## config.mk

```make
export PLATFORM = sky130hd
export DESIGN_NAME = reframp_seq
export DESIGN_NICKNAME = d
export VERILOG_FILES = /design/src/rtl/reframp_seq.sv
export SDC_FILE = /design/constraint.sdc
export NUM_CORES = 1
export LEC_CHECK = 0
export ABC_AREA = 0
export BUFFER_PORTS_ARGS = -buffer_cell sky130_fd_sc_hd__buf_2
export CELL_PAD_IN_SITES_DETAIL_PLACEMENT = 0
export CELL_PAD_IN_SITES_GLOBAL_PLACEMENT = 1
export CORE_AREA = 2 2 63 65
export DETAILED_ROUTE_END_ITERATION = 10
export DIE_AREA = 0 0 65 67
export PLACE_DENSITY_LB_ADDON = 0.2
export SLEW_MARGIN = 5
export SYNTH_ARGS = -nofsm -noshare
export SYNTH_HDL_FRONTEND = slang
export SYNTH_SLANG_ARGS = --single-unit
```

## constraint.sdc

```tcl
create_clock -name clk -period 2.4 [get_ports clk]
set_input_delay 0.36 -clock clk [delete_from_list [all_inputs] [get_ports clk]]
set_output_delay 0.36 -clock clk [all_outputs]
set_load 0.02 [all_outputs]
```

## src/rtl/reframp_seq.sv

```systemverilog
module reframp_seq #(
  parameter int CODE_W = 6,
  parameter int DWELL  = 64
) (
  input  logic              clk,
  input  logic              rst_n,
  input  logic              supply_ok,
  input  logic              global_on,
  input  logic              chan_en,
  output logic [CODE_W-1:0] ref_code,
  output logic              sw_en,
  output logic              ramping,
  output logic              pwr_good
);
  localparam int TICK_W = (DWELL > 2) ? $clog2(DWELL) : 1;
  localparam logic [CODE_W-1:0] TOP = {CODE_W{1'b1}};
  localparam logic [TICK_W-1:0] TICK_LAST = TICK_W'(DWELL - 1);

  logic [CODE_W-1:0] code_q;
  logic [TICK_W-1:0] tick_q;
  logic              on_q, pg_q, dir_q;

  wire live      = supply_ok & global_on;
  wire tick_wrap = (tick_q == TICK_LAST);

  always_ff @(posedge clk or negedge rst_n) begin
    if (!rst_n) begin
      code_q <= '0;
      tick_q <= '0;
      on_q   <= 1'b0;
      pg_q   <= 1'b0;
      dir_q  <= 1'b0;
    end else if (!live) begin
      code_q <= '0;
      tick_q <= '0;
      on_q   <= 1'b0;
      pg_q   <= 1'b0;
      dir_q  <= 1'b0;
    end else begin
      dir_q <= chan_en;
      if (chan_en != dir_q) begin
        tick_q <= '0;
        if (chan_en) on_q <= 1'b1;
        else         pg_q <= 1'b0;
      end else if (on_q) begin
        if (chan_en) begin
          if (!pg_q) begin
            if (tick_wrap) begin
              tick_q <= '0;
              if (code_q == TOP) pg_q <= 1'b1;
              else               code_q <= code_q + 1'b1;
            end else begin
              tick_q <= tick_q + 1'b1;
            end
          end
        end else begin
          if (tick_wrap) begin
            tick_q <= '0;
            if (code_q == '0) on_q <= 1'b0;
            else              code_q <= code_q - 1'b1;
          end else begin
            tick_q <= tick_q + 1'b1;
          end
        end
      end
    end
  end

  assign ref_code = code_q;
  assign sw_en    = on_q & live;
  assign pwr_good = pg_q & chan_en & live;
  assign ramping  = sw_en & ~pwr_good;
endmodule

```

* After elaboration in Yosys (flattened, before gate mapping)
Cells that the tools add are included.
** Operators by class
- Add/subtract/negate cells :: 3
- $mul :: 0
- Divide/modulo/power cells :: 0
- $lt $le $gt $ge :: 0
- Equality and inequality tests :: 15
- Shift-type cells :: 0
- Multiplexer cells :: 31
- Bitwise logic cells :: 6
- Reduce and logical (&&, ||, !) cells :: 4
** Operators by type and width (count)
- $mux 6 :: 15
- $mux 1 :: 16
- $ne 3x3->1 const B :: 5
- $add 6x1->6 const B :: 2
- $eq 6x6->1 const B :: 2
- $ne 3x2->1 const B :: 4
- $reduce_and 7->1 :: 1
- $logic_not 6->1 :: 1
- $sub 6x1->6 const B :: 1
- $and 1x1->1 :: 5
- $ne 2x2->1 const B :: 2
- $ne 4x3->1 const B :: 1
- $reduce_and 3->1 :: 1
- $reduce_and 2->1 :: 1
- $ne 1x1->1 :: 1
- $not 1->1 :: 1
** Word-level totals
- Register bits after elaboration :: 15
- Bits in latches :: 0
- RAM bits :: 0
- Bits in read-only memories :: 0
- Input port bits :: 5
- Output and inout port bits :: 9
- Word-level logic and storage cells :: 64
- Memories kept :: 0

* Depth between registers and ports, before layout
- Depth after elaboration :: 8
- Mapped depth :: 8
- Depth with buffers taken out :: 7

* Least setup slack after synthesis
OpenSTA, ideal clock, no wires.
- Path kind :: input to register
- Start :: input port chan_en
- End :: register code_q[5] (netlist: ref_code[5])
- Library setup time :: 0.078 ns
- Arrival :: 2.176 ns
- Required time :: 2.322 ns
- Slack :: 0.146 ns
- Cell stages on the path :: 8
- Buffers on the path :: 1
- Cell sequence :: clkbuf_1 > inv_1 > ha_1 > a211oi_1 > or4b_2 > o2111ai_1 > or4_1 > a21oi_1
** Between the ends
- Word-level cells in the longest chain between the ends :: 4
- Elaborated cells on any way between the ends :: 11
- Those cells by class :: 6 x eq/ne; 4 x mux; 1 x reduce/logical
** Ends and longest elaborated chain
- from (decl) :: RTL line 9 : input logic chan_en,
- $mux 6 :: RTL line 46 : if (chan_en) begin
- $mux 6 :: RTL line 45 : end else if (on_q) begin
- $mux 6 :: RTL line 41 : if (chan_en != dir_q) begin
- $mux 6 :: RTL line 33 : end else if (!live) begin
- to (signal assigned) :: RTL line 51 : else code_q <= code_q + 1'b1;
- to (signal assigned) :: RTL line 60 : else code_q <= code_q - 1'b1;
- to (decl) :: RTL line 19 : logic [CODE_W-1:0] code_q;
Parallel ways exist; a longest one is shown, timed or not. The select of a mux whose other input is x is not followed.
A chain may end at the register's enable or synchronous reset.

* Worst setup path in the final report
- Start :: register tick_q[0]
- End :: register code_q[4] (netlist: ref_code[4])
** Between the ends
- Word-level cells in the longest chain between the ends :: 3
- Elaborated cells on any way between the ends :: 4
- Those cells by class :: 3 x eq/ne; 1 x reduce/logical
** Ends and longest elaborated chain
- from (decl) :: RTL line 20 : logic [TICK_W-1:0] tick_q;
- from (signal assigned) :: RTL line 53 : tick_q <= tick_q + 1'b1;
- from (signal assigned) :: RTL line 62 : tick_q <= tick_q + 1'b1;
- $eq 6x6->1 * :: RTL line 24 : wire tick_wrap = (tick_q == TICK_LAST);
- $ne 3x2->1 (no source line)
- $reduce_and 7->1 (no source line) *
Mark *: on every way between the ends. The rest lies on a longest branch, timed or not.

==> impl_metrics.tcl <==
set metrics [dict create \
    h-tree-depth 1 \
    chipWidth_um 65 \
    grt_antenna_before_repair 0 \
    p_comb_frac 0.102 \
    cts_tree "done" \
    ff2ff_setup_slack_ps 220 \
    r2r-start "tick_q[0]$_DFFE_PN0P_" \
    reg2reg_to "ref_code[4]$_DFFE_PN0P_" \
    ant_nets 0 \
    postCtsSetupBuffers 0 \
    grt_pass1_wl_um 4340 \
    crit_required_ps 2570 \
    n_fill_cell 367 \
    wire_per_inst_um 14.4 \
    multi_input_area_um2 663 \
    antenna_cells 0 \
    grt_remaining_overflow 0 \
    status "complete, no violations" \
    synth_top_area_share 0.350 \
    cts_buffers 3 \
    period_share 0.907 \
    rsz0062_at_grt "no" \
    p_int_mw 0.393 \
    period_needed_ps 2180 \
    final_hold_viol_count 0 \
    drt_iter0_markers 61 \
    relSlewSlack 0.547 \
    seq_area_um2 375 \
    slowest_stage "or4b_1" \
    syn_to_final_growth_pct 16.8 \
    worstRegToRegCells 6 \
    cpPeakStageDelay_ps 550 \
    wl_um 2630 \
    seq_power_share 0.501 \
    p_leak_nw 0.554 \
    skew_ps 4.64 \
    gp_congestion 0.743 \
    synth_nets 128 \
    cp-end-kind "flip-flop" \
    grt_pass1_vias 894 \
    start_kind "flip-flop" \
    maxCapViolCount 0 \
    syn_area_per_cell_um2 9.18 \
    clk_path_buf_depth 2 \
    async_reset_ff_frac 1.00 \
    crit_path_max_fanout 9 \
    route.detailed.drc 0 \
    first_pass_iters 4 \
    die_h_um 67 \
    vias 970 \
    crit_chain "ha_1, and3_4, nand4_4, o32a_4, or4b_1, a21oi_1" \
    ys_types 43 \
    path_buf_inv 0 \
    synth_top_cell_by_area "dfrtp_1" \
    fmax_mhz 459 \
    yosys-mux-area-fraction 0.0396 \
    dieArea_um2 4360 \
    synth_top_family_by_area "compound AO/OA/AOI/OAI gates" \
    hp-class "in -> async" \
    synth-edff-count 0 \
    vias_per_cell 5.33 \
    ys_seq_elements 15 \
    switchingPower_mw 0.126 \
    synth_cells 117 \
    setup_viol 0 \
    synthXorXnorAreaFrac 0.0163 \
    drive_above_1_share 0.209 \
    core-area_um2 3610 \
    hpwl_um 1990 \
    critPathKind "reg -> reg" \
    whs_ps 13.2 \
    rows 22 \
    p_sw_frac 0.243 \
    synth_simple_gate_area_frac 0.221 \
    ir_drop_uv 135 \
    synth_fa_ha_area_frac 0.0769 \
    ios 14 \
    power_density_nw_per_um2 413 \
    clock_latency_ps 250 \
    grt_start_max_net_pins 16 \
    worst_slew_pin_slew_ps 679 \
    yosysMostFrequentCell "dfrtp_1" \
    clockPowerShare 0.397 \
    syn_area_um2 1070 \
    setup_tns_ps 0 \
    synth_sequential_area_ratio 0.350 \
    cts_resized 0 \
    root_buffer "clkbuf_8" \
    ys_warn_count 0 \
    netlist_top_cells_count "15 x dfrtp_1, 12 x o21ai_0, 10 x a21oi_1, 7 x nand2_1, 6 x inv_1" \
    arrival_ps 2350 \
    startpoint "tick_q[0]$_DFFE_PN0P_" \
    cp_top_family "simple AND/OR/NAND/NOR gates" \
    cts.sinks 15 \
    synth_compound_area_frac 0.263 \
    start_util 0.298 \
    io_buffers 13 \
    groute.usage.overall 0.132 \
    ys.flop_type "dfrtp_1" \
    path_clk_slew_ps 60 \
    drv_slew 0 \
    synth_area_leaders "dfrtp_1 35%, ha_1 5.8%, o21ai_0 5.6%" \
    cts_hold_buf 0 \
    final_nets 146 \
]
[placed cells by master, fill, tap and decap left out, drive strengths merged, types with 3 or more instances in the layout]
cell    count
nand4       3
a22o        4
inv         6
buf        16
dfrtp      15
o21ai      12
clkbuf      4
nor2        5
nand3       5
a211oi      3
and3        3
ha          5
nand2       7
a21oi      10
nor2b       3
[cell families (layout without fill, tap and decap cells)]
family                     Yosys count  after routing
AOI/OAI and AO/OA                   42             42
and+or+nand+nor                     39             39
DFF                                 15             15
buffers and inverters                9             26
adders and majority gates            6              6
muxes                                4              4
xor gates and xnor gates             2              2
[registers in the layout, indices dropped and copies added (netlist names)]
register / flops
ref_code: 6
on_q: 1
dir_q: 1
pg_q: 1
tick_q: 6
[stage by stage]
step	std cells	worst slack, ps	power (mW)	utilization	cell area (um2)
after floorplan	117	146	0.295	-	1070
after global placement	178	211	0.317	0.335	1210
after detailed placement	178	194	0.317	0.335	1210
after CTS	182	202	0.524	0.348	1250
after global routing	182	114	0.545	0.348	1250
final	182	222	0.518	0.348	1250
[routing by layer]
layer	routed length [um]	vias to the layer above	global-route usage
met4	40	0	0.0612
li1	-	481	-
met1	1290	463	0.181
met5	0	-	0
met3	109	4	0.0220
met2	1190	22	0.202
[worst register-to-register path, delay by kind of cell (launching register included)]
kind / cells / cell delay [ps]
compound gates: 2 / 610
fa+ha+maj: 1 / 220
flops: 1 / 370
simple gates: 3 / 900
[worst max-delay path by stage]
stage | endpoint | cells past startpoint
final | ref_code[4]$_DFFE_PN0P_ | 6
after global routing | ref_code[4]$_DFFE_PN0P_ | 6
after CTS | ref_code[4]$_DFFE_PN0P_ | 6
after detailed placement | ref_code[5]$_DFFE_PN0P_ | 8
after global placement | ref_code[5]$_DFFE_PN0P_ | 8
after floorplan | ref_code[5]$_DFFE_PN0P_ | 8
[power groups by stage]
stage	Sequential, mW	Combinational [mW]	Clock [mW]
floorplan	0.263	0.0323	0
global placement	0.264	0.0527	0
detailed placement	0.264	0.0527	0
CTS	0.260	0.0529	0.211
global route	0.260	0.0590	0.226
finish	0.260	0.0527	0.206
[cell type report]
cell class                      instances  area share
Clock buffer                            4      0.0359
Inverter                                6      0.0180
Multi-Input combinational cell         93       0.529
Sequential cell                        15       0.299
Tap cell                               48      0.0479
Timing Repair Buffer                   16      0.0699
Power figures use the tool's default switching activity.
